**config.mk**
```make
export PLATFORM = sky130hd
export DESIGN_NAME = selftest_sequencer
export DESIGN_NICKNAME = d
export VERILOG_FILES = /design/src/rtl/stseq_pkg.sv /design/src/rtl/stseq_clkdiv.sv /design/src/rtl/stseq_ivcount.sv /design/src/rtl/stseq_timeout.sv /design/src/rtl/stseq_status.sv /design/src/rtl/stseq_rstpulse.sv /design/src/rtl/selftest_sequencer.sv
export SDC_FILE = /design/constraint.sdc
export NUM_CORES = 1
export LEC_CHECK = 0
export ABC_AREA = 1
export BUFFER_PORTS_ARGS = -buffer_cell sky130_fd_sc_hd__buf_2
export CAP_MARGIN = 20
export CORE_MARGIN = 8
export CORE_UTILIZATION = 55
export CTS_BUF_LIST = sky130_fd_sc_hd__clkbuf_8
export DETAILED_ROUTE_END_ITERATION = 8
export GPL_ROUTABILITY_DRIVEN = 1
export GPL_TIMING_DRIVEN = 0
export PLACE_DENSITY = 0.83
export SYNTH_ARGS = -nofsm -noshare
export SYNTH_HDL_FRONTEND = slang
export SYNTH_SLANG_ARGS = --single-unit
```
**constraint.sdc**
```tcl
create_clock -name clk_i -period 1.95 [get_ports clk_i]
set_input_delay 0.0975 -clock clk_i [delete_from_list [all_inputs] [get_ports clk_i]]
set_output_delay 0.0975 -clock clk_i [all_outputs]
set_load 0.01 [all_outputs]
```
**src/rtl/stseq_pkg.sv**
```systemverilog
package stseq_pkg;
  typedef enum logic {
    SEQ_IDLE = 1'b0,
    SEQ_RUN  = 1'b1
  } seq_state_e;

  localparam int CLR_W    = 3;
  localparam int CLR_DONE = 0;
  localparam int CLR_FAIL = 1;
  localparam int CLR_TMO  = 2;
endpackage

```
**src/rtl/stseq_clkdiv.sv**
```systemverilog
module stseq_clkdiv #(
  parameter int DIV_W = 4
) (
  input  logic             clk_i,
  input  logic             rst_n_i,
  input  logic             restart_i,
  input  logic             run_i,
  input  logic [DIV_W-1:0] div_i,
  output logic             tick_o
);
  logic [DIV_W-1:0] phase_q;

  assign tick_o = run_i && (phase_q == div_i);

  always_ff @(posedge clk_i or negedge rst_n_i) begin
    if (!rst_n_i) begin
      phase_q <= '0;
    end else if (restart_i || !run_i || tick_o) begin
      phase_q <= '0;
    end else begin
      phase_q <= phase_q + 1'b1;
    end
  end
endmodule

```
**src/rtl/stseq_ivcount.sv**
```systemverilog
module stseq_ivcount #(
  parameter int CYC_PER_IV = 1365,
  parameter int IDX_W      = 5
) (
  input  logic             clk_i,
  input  logic             rst_n_i,
  input  logic             restart_i,
  input  logic             tick_i,
  input  logic [IDX_W-1:0] last_idx_i,
  output logic [IDX_W-1:0] idx_o,
  output logic             iv_end_o,
  output logic             last_o
);
  localparam int CYC_W = $clog2(CYC_PER_IV);
  localparam logic [CYC_W-1:0] CYC_TOP = CYC_W'(CYC_PER_IV - 1);

  logic [CYC_W-1:0] cyc_q;
  logic [IDX_W-1:0] idx_q;

  assign iv_end_o = tick_i && (cyc_q == CYC_TOP);
  assign last_o   = iv_end_o && (idx_q == last_idx_i);
  assign idx_o    = idx_q;

  always_ff @(posedge clk_i or negedge rst_n_i) begin
    if (!rst_n_i) begin
      cyc_q <= '0;
      idx_q <= '0;
    end else if (restart_i) begin
      cyc_q <= '0;
      idx_q <= '0;
    end else if (iv_end_o) begin
      cyc_q <= '0;
      idx_q <= idx_q + 1'b1;
    end else if (tick_i) begin
      cyc_q <= cyc_q + 1'b1;
    end
  end
endmodule

```
**src/rtl/stseq_timeout.sv**
```systemverilog
module stseq_timeout #(
  parameter int TO_W = 20
) (
  input  logic            clk_i,
  input  logic            rst_n_i,
  input  logic            restart_i,
  input  logic            run_i,
  input  logic [TO_W-1:0] limit_i,
  output logic            expire_o
);
  logic [TO_W-1:0] elapsed_q;

  assign expire_o = run_i && (elapsed_q == limit_i - 1'b1);

  always_ff @(posedge clk_i or negedge rst_n_i) begin
    if (!rst_n_i) begin
      elapsed_q <= '0;
    end else if (restart_i || !run_i) begin
      elapsed_q <= '0;
    end else begin
      elapsed_q <= elapsed_q + 1'b1;
    end
  end
endmodule

```
**src/rtl/stseq_status.sv**
```systemverilog
module stseq_status #(
  parameter int IDX_W = 5
) (
  input  logic                        clk_i,
  input  logic                        por_n_i,
  input  logic                        set_done_i,
  input  logic                        set_fail_i,
  input  logic [IDX_W-1:0]            fail_idx_i,
  input  logic                        set_tmo_i,
  input  logic [stseq_pkg::CLR_W-1:0] clr_i,
  output logic                        done_o,
  output logic                        fail_o,
  output logic                        tmo_o,
  output logic [IDX_W-1:0]            first_o
);
  import stseq_pkg::*;

  logic             done_q, fail_q, tmo_q;
  logic [IDX_W-1:0] first_q;

  always_ff @(posedge clk_i or negedge por_n_i) begin
    if (!por_n_i) begin
      done_q  <= 1'b0;
      fail_q  <= 1'b0;
      tmo_q   <= 1'b0;
      first_q <= '0;
    end else begin
      done_q <= set_done_i | (done_q & ~clr_i[CLR_DONE]);
      tmo_q  <= set_tmo_i  | (tmo_q  & ~clr_i[CLR_TMO]);
      if (set_fail_i) begin
        fail_q <= 1'b1;
        if (!fail_q || clr_i[CLR_FAIL]) begin
          first_q <= fail_idx_i;
        end
      end else if (clr_i[CLR_FAIL]) begin
        fail_q  <= 1'b0;
        first_q <= '0;
      end
    end
  end

  assign done_o  = done_q;
  assign fail_o  = fail_q;
  assign tmo_o   = tmo_q;
  assign first_o = first_q;
endmodule

```
**src/rtl/stseq_rstpulse.sv**
```systemverilog
module stseq_rstpulse #(
  parameter int RST_LEN = 8
) (
  input  logic clk_i,
  input  logic por_n_i,
  input  logic trig_i,
  output logic req_o
);
  localparam int CNT_W = $clog2(RST_LEN + 1);

  logic [CNT_W-1:0] left_q;
  logic             req_q;

  always_ff @(posedge clk_i or negedge por_n_i) begin
    if (!por_n_i) begin
      req_q  <= 1'b0;
      left_q <= '0;
    end else if (trig_i) begin
      req_q  <= 1'b1;
      left_q <= CNT_W'(RST_LEN - 1);
    end else if (req_q) begin
      if (left_q == '0) begin
        req_q <= 1'b0;
      end else begin
        left_q <= left_q - 1'b1;
      end
    end
  end

  assign req_o = req_q;
endmodule

```
**src/rtl/selftest_sequencer.sv**
```systemverilog
module selftest_sequencer #(
  parameter int DIV_W      = 4,
  parameter int MAX_IV     = 24,
  parameter int CYC_PER_IV = 1365,
  parameter int TO_W       = 20,
  parameter int RST_LEN    = 8,
  localparam int IDX_W     = $clog2(MAX_IV + 1)
) (
  input  logic                        clk_i,
  input  logic                        por_n_i,
  input  logic                        sys_n_i,
  input  logic [DIV_W-1:0]            cfg_div_i,
  input  logic [IDX_W-1:0]            cfg_count_i,
  input  logic [TO_W-1:0]             cfg_timeout_i,
  input  logic                        start_i,
  input  logic [stseq_pkg::CLR_W-1:0] clr_i,
  input  logic                        iv_fail_i,
  output logic                        busy_o,
  output logic [IDX_W-1:0]            iv_index_o,
  output logic                        iv_end_o,
  output logic                        rst_req_o,
  output logic                        st_done_o,
  output logic                        st_fail_o,
  output logic                        st_timeout_o,
  output logic [IDX_W-1:0]            st_first_fail_o
);
  import stseq_pkg::*;

  localparam logic [IDX_W-1:0] COUNT_MAX = IDX_W'(MAX_IV);

  logic             run_rst_n;
  seq_state_e       state_q;
  logic [DIV_W-1:0] div_q;
  logic [IDX_W-1:0] last_idx_q;
  logic [TO_W-1:0]  limit_q;
  logic             running, start_ok, tick, iv_end, last_end, expire;
  logic             end_done, end_tmo;
  logic [IDX_W-1:0] idx;

  assign run_rst_n = por_n_i & sys_n_i;
  assign running   = (state_q == SEQ_RUN);

  assign start_ok = start_i && !running && !rst_req_o
                    && (cfg_count_i != '0) && (cfg_count_i <= COUNT_MAX)
                    && (cfg_timeout_i != '0);

  assign end_done = running && last_end;
  assign end_tmo  = running && expire && !last_end;

  always_ff @(posedge clk_i or negedge run_rst_n) begin
    if (!run_rst_n) begin
      state_q    <= SEQ_IDLE;
      div_q      <= '0;
      last_idx_q <= '0;
      limit_q    <= '0;
    end else begin
      case (state_q)
        SEQ_IDLE: if (start_ok) begin
          state_q    <= SEQ_RUN;
          div_q      <= cfg_div_i;
          last_idx_q <= cfg_count_i - 1'b1;
          limit_q    <= cfg_timeout_i;
        end
        SEQ_RUN: if (end_done || end_tmo) begin
          state_q <= SEQ_IDLE;
        end
        default: state_q <= SEQ_IDLE;
      endcase
    end
  end

  stseq_clkdiv #(.DIV_W(DIV_W)) u_div (
    .clk_i     (clk_i),
    .rst_n_i   (run_rst_n),
    .restart_i (start_ok),
    .run_i     (running),
    .div_i     (div_q),
    .tick_o    (tick)
  );

  stseq_ivcount #(.CYC_PER_IV(CYC_PER_IV), .IDX_W(IDX_W)) u_iv (
    .clk_i      (clk_i),
    .rst_n_i    (run_rst_n),
    .restart_i  (start_ok),
    .tick_i     (tick),
    .last_idx_i (last_idx_q),
    .idx_o      (idx),
    .iv_end_o   (iv_end),
    .last_o     (last_end)
  );

  stseq_timeout #(.TO_W(TO_W)) u_tmo (
    .clk_i     (clk_i),
    .rst_n_i   (run_rst_n),
    .restart_i (start_ok),
    .run_i     (running),
    .limit_i   (limit_q),
    .expire_o  (expire)
  );

  stseq_status #(.IDX_W(IDX_W)) u_stat (
    .clk_i      (clk_i),
    .por_n_i    (por_n_i),
    .set_done_i (end_done),
    .set_fail_i (iv_end && iv_fail_i),
    .fail_idx_i (idx),
    .set_tmo_i  (end_tmo),
    .clr_i      (clr_i),
    .done_o     (st_done_o),
    .fail_o     (st_fail_o),
    .tmo_o      (st_timeout_o),
    .first_o    (st_first_fail_o)
  );

  stseq_rstpulse #(.RST_LEN(RST_LEN)) u_pulse (
    .clk_i   (clk_i),
    .por_n_i (por_n_i),
    .trig_i  (end_done || end_tmo),
    .req_o   (rst_req_o)
  );

  assign busy_o     = running;
  assign iv_index_o = idx;
  assign iv_end_o   = iv_end;
endmodule

```
==> flow_summary.ini, run 1 <==
[status]
status = complete, but fails checks
violations = negative hold slack, negative setup slack

[final_layout]
nFillCells = 621
final_cells = 872
nets = 804
syn_to_final_growth_pct = 20.7
design_area_um2 = 5990
final_layout_size_suffix_gt1_share_pct = 21.1
fin_util_pct = 68.7

[grt]
antenna_found_initial = 1
grt_pass1_vias = 4799
met3_usage_pct = 4.22
grt-ovfl-total = 0
grtUsageMet1_pct = 23.2
grt_pass1_wl_um = 21600
met2_usage_pct = 36.6
grt_max_degree = 71
busiest_layer = met2
track_usage_pct = 20.8

[worst_setup_path]
critical_path_class = reg -> reg
crit_chain = inv_2 -> ha_4 -> nand2_4 -> nor2_4 -> nand3_1 -> nand2_1 -> inv_1 -> nor2_1 -> nand2_1 -> nor2_4 -> nand3_4 -> nand3_2 -> nand2_1
critical_path_buf_inv_count = 2
reg2reg_to = busy_o
cp_slowest_cell = dfrtp_1
rr_worst_depth = 13
r2r-start = limit_q[1]
critical_path.top_delay_family = simple AND/OR/NAND/NOR gates
r2r_slack_ns = -0.02
cp_common_cell = nand2_1
critPathLaunchType = flip-flop
worstPathArrival_ns = 2.20
endpoint_kind = flip-flop
cp.required_ns = 2.19
slowest_delay_ns = 0.40
worstPathMaxFanout = 8

[place]
dp_cells = 824
dpl-instance-area_um2 = 5360
port_buffers = 52
dp_hpwl_um = 9610
place_congestion = 0.927

[cts]
cts.clk_slew.worst_paths_ns = 0.09
htree_levels = 3
cts_made_buffers = 9
cts-root-buf = clkbuf_8
cts_buffer_depth = 2
numClockSinks = 83
cts_tree = built
clkLatencyLatePin_ns = 0.36

[routing]
drtIter0Drc = 318
wl_per_cell_um = 15.1
final_antenna_net_count = 0
vias_per_cell = 5.47
drc = 0
vias = 4771
wl_um = 13200
dr.pass1.iters = 5

[logic_synthesis]
synth_edf_count = 0
synth_warnings = 0
yosys-top-cells-area = dfrtp_1, nand2_1, inv_1
synth_top_area_cell = dfrtp_1
synth_area_per_cell_um2 = 7.48
synth_cells = 664
netlist.area_leader.share_pct = 41.8
ys_seq_elements = 83
ys_async_sr_fraction_pct = 100
synth_nets = 710
seq_area_frac_synth_pct = 41.8
synthFlopType = dfrtp_1
netlist_area_um2 = 4960
yosysUniqueCellTypes = 37

[sta]
period_minus_slack_ns = 1.97
setup_viol = 1
relSlewSlack_pct = 42.8
report.final.hold_viol_count = 53
fmax_ghz = 0.508
slew_viol_final = 0
setup_ws_ns = -0.0170
hold_ws_ns = -0.0349
finalCritPeriodShare_pct = 101
fin_skew_ns = 0.0133
setup_tns_ns = -0.0170
grt_setup_unrepaired = true
tightest_slew_ns = 0.858

[power]
power_mw = 3.11
ir_drop_mv = 0.540
powerDensity_nw_per_um2 = 520
p_leak_nw = 3.17

[floorplanning]
pin_count = 53
coreArea_um2 = 8720
die_x_um = 111
rows = 34
fp.dieH_um = 111
dieArea_um2 = 12300
start_util_pct = 56.9

[job]
drv_cap = 0

[hold_path]
min_path_type = in -> async
-- layout by cell type (no fill, tap or decap), drive strengths merged, types with 4 or more instances in the layout --
master,instances
clkinvlp,4
nor4,5
xor2,26
nor2,84
ha,9
nor3,21
dfrtp,83
nand4,18
o21ai,53
dlygate4sd3,13
a21oi,14
xnor2,11
clkbuf,12
nand2,169
inv,99
nand3b,6
buf,77
nand3,45
-- state kept, by name, indices dropped and copies added (netlist names) --
signal           flops
busy_o               1
u_stat.fail_o        1
limit_q             20
u_pulse.left_q       4
last_idx_q           5
u_stat.done_o        1
div_q                4
u_stat.first_o       5
u_pulse.req_o        1
u_iv.idx_o           5
u_tmo.elapsed_q     20
u_div.phase_q        4
u_iv.cyc_q          11
u_stat.tmo_o         1
-- repair_timing --
item,CTS,global route
gates resized for setup,9,43
setup buffers,3,15
hold buffers,13,0
pin swaps,4,15
setup endpoints to repair,43,57
hold endpoints to repair,25,0
-- kinds of logic after synthesis --
kind of cell / after synthesis / synth area share, %
simple gates: 354 / 33.1
buf+inv: 108 / 8.44
xor+xnor: 37 / 6.53
flops: 83 / 41.8
fa+ha+maj: 9 / 2.27
compound gates: 73 / 7.81
-- area by class of cell --
type / count / area [um2] / area share (%)
Sequential cell: 83 / 2090 / 34.8
Timing Repair Buffer: 83 / 526 / 8.77
Clock inverter: 7 / 76.3 / 1.27
Buffer: 10 / 67.6 / 1.13
Antenna cell: 1 / 2.50 / 0.0418
Multi-Input combinational cell: 473 / 2600 / 43.4
Clock buffer: 9 / 124 / 2.07
Tap cell: 108 / 135 / 2.25
Inverter: 98 / 375 / 6.26
-- where the power goes --
| group | total, mW | switching [mW] | internal (mW) |
|---|---|---|---|
| Sequential | 1.72 | 0.000000000000000122 | 1.72 |
| Clock | 1.26 | 0.664 | 0.601 |
| Combinational | 0.130 | 0.0757 | 0.0546 |
| Total | 3.11 | 0.740 | 2.37 |
-- through the flow --
stage | hold WS (ns) | worst slack (ns)
floorplan | -0.198 | 0.0441
global placement | -0.00496 | -1.02
detailed placement | -0.00310 | -0.177
CTS | 0.00291 | -0.0341
global route | 0.0121 | -0.143
finish | -0.0349 | -0.0170
-- worst max path at each step --
stage            endpoint  cells after the start  slack [ns]  startpoint
6_report           busy_o                     13       -0.02  limit_q[1]
5_1_grt            busy_o                     15       -0.14  limit_q[1]
4_1_cts            busy_o                     13       -0.03  limit_q[0]
3_5_place_dp       busy_o                     13       -0.18  limit_q[0]
3_3_place_gp   limit_q[5]                      3       -1.02     por_n_i
2_1_floorplan      busy_o                      2        0.04     por_n_i
-- cell usage after synthesis, types with 3 or more instances --
master      n
nand4_1    17
o21ai_0    39
nand3b_1    6
ha_1        9
nor2_1     73
o21ai_1    14
nor2_4      4
nor3_2      3
buf_2       7
nand2_1   164
dfrtp_1    83
nor3_1     18
nor2_2      6
nand3_1    41
nand2_2     5
a21oi_1    13
xor2_1     26
xnor2_1    11
inv_1      95
nor4_1      5
-- worst reg2reg max path, cell delays in order (launching register included) --
cell	delay, ns
dfrtp_1	0.40
inv_2	0.09
ha_4	0.16
nand2_4	0.09
nor2_4	0.23
nand3_1	0.11
nand2_1	0.08
inv_1	0.04
nor2_1	0.10
nand2_1	0.09
nor2_4	0.17
nand3_4	0.13
nand3_2	0.11
nand2_1	0.06
-- routing by layer --
metal / wire (um) / share of wire, % / vias up
met1: 5400 / 41 / 2276
met2: 6790 / 51 / 164
met5: 0 / 0 / -
met4: 365 / 2.8 / 0
li1: - / - / 2295
met3: 636 / 4.8 / 36
No activity file was read; power rests on OpenSTA's default activity.
==> run 2, diff against run 1 <==
--- a/config.mk
+++ b/config.mk
@@ -9,12 +9,13 @@
 export BUFFER_PORTS_ARGS = -buffer_cell sky130_fd_sc_hd__buf_2
 export CAP_MARGIN = 20
 export CORE_MARGIN = 8
-export CORE_UTILIZATION = 55
+export CORE_UTILIZATION = 60
 export CTS_BUF_LIST = sky130_fd_sc_hd__clkbuf_8
 export DETAILED_ROUTE_END_ITERATION = 8
 export GPL_ROUTABILITY_DRIVEN = 1
 export GPL_TIMING_DRIVEN = 0
-export PLACE_DENSITY = 0.83
+export PLACE_DENSITY = 0.86
 export SYNTH_ARGS = -nofsm -noshare
 export SYNTH_HDL_FRONTEND = slang
+export SYNTH_HIERARCHICAL = 1
 export SYNTH_SLANG_ARGS = --single-unit
==> constraint.sdc (replaced) <==
create_clock -name clk_i -period 2.4 [get_ports clk_i]
set_input_delay 0.12 -clock clk_i [delete_from_list [all_inputs] [get_ports clk_i]]
set_output_delay 0.12 -clock clk_i [all_outputs]
set_load 0.01 [all_outputs]
==> flow_summary.ini, run 2 <==
[logic_synthesis]
netlist.area_leader.share_pct = 40.3
synth_area_per_cell_um2 = 7.38
netlist_area_um2 = 5160
synth_most_common_cell = nand2_1
ys_async_sr_fraction_pct = 100
synth_compound_area_share_pct = 4.10
seq_area_frac_synth_pct = 40.3
synth_top_family_by_area = simple AND/OR/NAND/NOR gates
synth_warnings = 6
muxShareOfSynthArea_pct = 0
synth_top_area_cell = dfrtp_1
synth_nets = 744
yosys-top-cells-area = dfrtp_1, nand2_1, nand3_1
synth-xor-area-share_pct = 6.38
synthAdderAreaFrac_pct = 1.94
yosysUniqueCellTypes = 40
synthTopCellsByCount = nand2_1, dfrtp_1, nor2_1
synth_edf_count = 0
yosys.area_share.simple_pct = 38.9
synthFlopType = dfrtp_1
synth_cells = 699
ys_seq_elements = 83

[sta]
report.final.hold_viol_count = 23
period_minus_slack_ns = 2.27
setup_viol = 0
tightest_slew_ns = 0.876
hold_ws_ns = -0.0198
grt_setup_unrepaired = true
finalCritPeriodShare_pct = 94.4
fin_skew_ns = 0.0149
slew_viol_final = 0
fmax_ghz = 0.441
relSlewSlack_pct = 41.6

[worst_setup_path]
endpoint_kind = flip-flop
critPathLaunchType = flip-flop
critical_path_class = reg -> reg
cp.required_ns = 2.66
worstPathArrival_ns = 2.52
worstPathMaxFanout = 5

[final_layout]
largestRegisters = limit_q (20), u_tmo/elapsed_q (20), u_iv/cyc_q (11)
multi_input_area_um2 = 2690
design_area_um2 = 5930
nets = 821
final_common_cell = nand2_1
final_layout_size_suffix_gt1_share_pct = 20.6
nFillCells = 654
antennaDiodeCount = 0
seq_area_um2 = 2090
syn_to_final_growth_pct = 14.9
final_cell_mix = nand2_1, dfrtp_1, inv_1

[status]
violations = negative hold slack
status = complete, but fails checks

[floorplanning]
start_util_pct = 60.6
pin_count = 53
coreArea_um2 = 8510
rows = 34
die_x_um = 109
fp.dieH_um = 109
dieArea_um2 = 11800

[cts]
cts.clk_slew.worst_paths_ns = 0.09
cts_buffer_depth = 2
htree_levels = 3
cts-root-buf = clkbuf_8
cts_tree = built
cts_made_buffers = 9
clkLatencyLatePin_ns = 0.37
numClockSinks = 83

[place]
place_congestion = 0.906
dp_hpwl_um = 9200
port_buffers = 52
dpl-instance-area_um2 = 5560

[grt]
grt_max_degree = 71
grt-ovfl-total = 0
grt_pass1_wl_um = 20700
track_usage_pct = 21.7
grt_pass1_vias = 4613
antenna_found_initial = 0

[power]
p_leak_nw = 3.32
ir_drop_mv = 0.283
powerDensity_nw_per_um2 = 417
power_mw = 2.47

[routing]
final_antenna_net_count = 0
drtIter0Drc = 297
wl_um = 12300
vias_per_cell = 5.29
drc = 0
vias = 4701
wl_per_cell_um = 13.8
dr.pass1.iters = 5

[hold_path]
min_path_type = in -> async

[job]
drv_cap = 0
==> run 2: cell types whose count changed after synthesis, moves of 6 or more <==
cell,previous run,this run
nand2_2,5,11
inv_1,95,77
nor3_1,18,8
nand2_1,164,221
nand3_2,2,13
inv_2,2,8
nand3_1,41,61
o21ai_1,14,3
o21ai_0,39,11
nand4_1,17,11
nor2_2,6,15
==> run 2: path summary, 6_finish.rpt <==
check | from | depth (start not counted) | endpoint | slack [ns]
min reg2reg | u_stat/first_o[1] | 2 | u_stat/first_o[1] | 0.48
min in group clk_i | cfg_timeout_i[4] | 3 | limit_q[4] | 0.01
max in group asynchronous | por_n_i | 4 | limit_q[3] | 0.94
max | limit_q[1] | 17 | u_pulse/left_q[3] | 0.13
min | sys_n_i | 3 | u_div/phase_q[0] | -0.02
max reg2reg | limit_q[1] | 17 | u_pulse/left_q[3] | 0.13
==> run 2: per-layer routing <==
layer	vias up	track usage [%]	routed length [um]
li1	2336	-	-
met1	2194	26.8	5240
met2	148	37.1	5960
met3	23	3.72	791
met4	0	8.41	264
met5	-	0	0
==> run 2: kinds of logic after synthesis <==
| logic type | Yosys count |
|---|---|
| simple gates | 436 |
| buf+inv | 99 |
| flops | 83 |
| compound gates | 37 |
| xor+xnor | 36 |
| fa+ha+maj | 8 |
==> run 2: through the flow <==
| stage | setup slack, ns | setup TNS, ns | std cells | utilization [%] |
|---|---|---|---|---|
| floorplan | 0.231 | 0 | 699 | - |
| global placement | -0.618 | -43.41 | 859 | 65.3 |
| detailed placement | -0.225 | -0.911 | 859 | 65.3 |
| CTS | 0.0789 | 0 | 886 | 68.8 |
| global route | -0.0432 | -0.0681 | 889 | 69.6 |
| finish | 0.135 | 0 | 889 | 69.6 |
==> run 2: report_power, final <==
| group | internal [mW] | switching (mW) |
|---|---|---|
| Combinational | 0.0417 | 0.0600 |
| Sequential | 1.40 | 0.0000000000000000334 |
| Clock | 0.394 | 0.576 |
==> run 2: timing repair <==
action / in CTS / in global routing
cloned: 0 / 0
endpoints found under the hold margin: 23 / 0
gates resized for setup: 5 / 18
setup buffers: 0 / 3
pin swaps: 0 / 2
endpoints found under the setup margin: 14 / 19
hold buffers: 11 / 0
==> run 2: cell type report <==
class | instances | area share (%)
Multi-Input combinational cell | 517 | 45.4
Timing Repair Buffer | 66 | 6.63
Tap cell | 108 | 2.28
Sequential cell | 83 | 35.2
Clock buffer | 9 | 2.09
Buffer | 13 | 1.94
Clock inverter | 7 | 0.992
Inverter | 86 | 5.51
==> run 2: critical path: stages (launching register included) <==
cell	delay (ns)
dfrtp_1	0.40
inv_1	0.09
ha_4	0.27
inv_1	0.03
nand2_1	0.05
nand3_1	0.06
nor2_1	0.10
nand3_1	0.14
nor2_2	0.12
nand2_1	0.07
nor2_2	0.08
nand2_1	0.06
nor2_2	0.07
inv_1	0.08
o21ai_2	0.21
clkinv_2	0.15
nand3_1	0.13
nand2_1	0.06
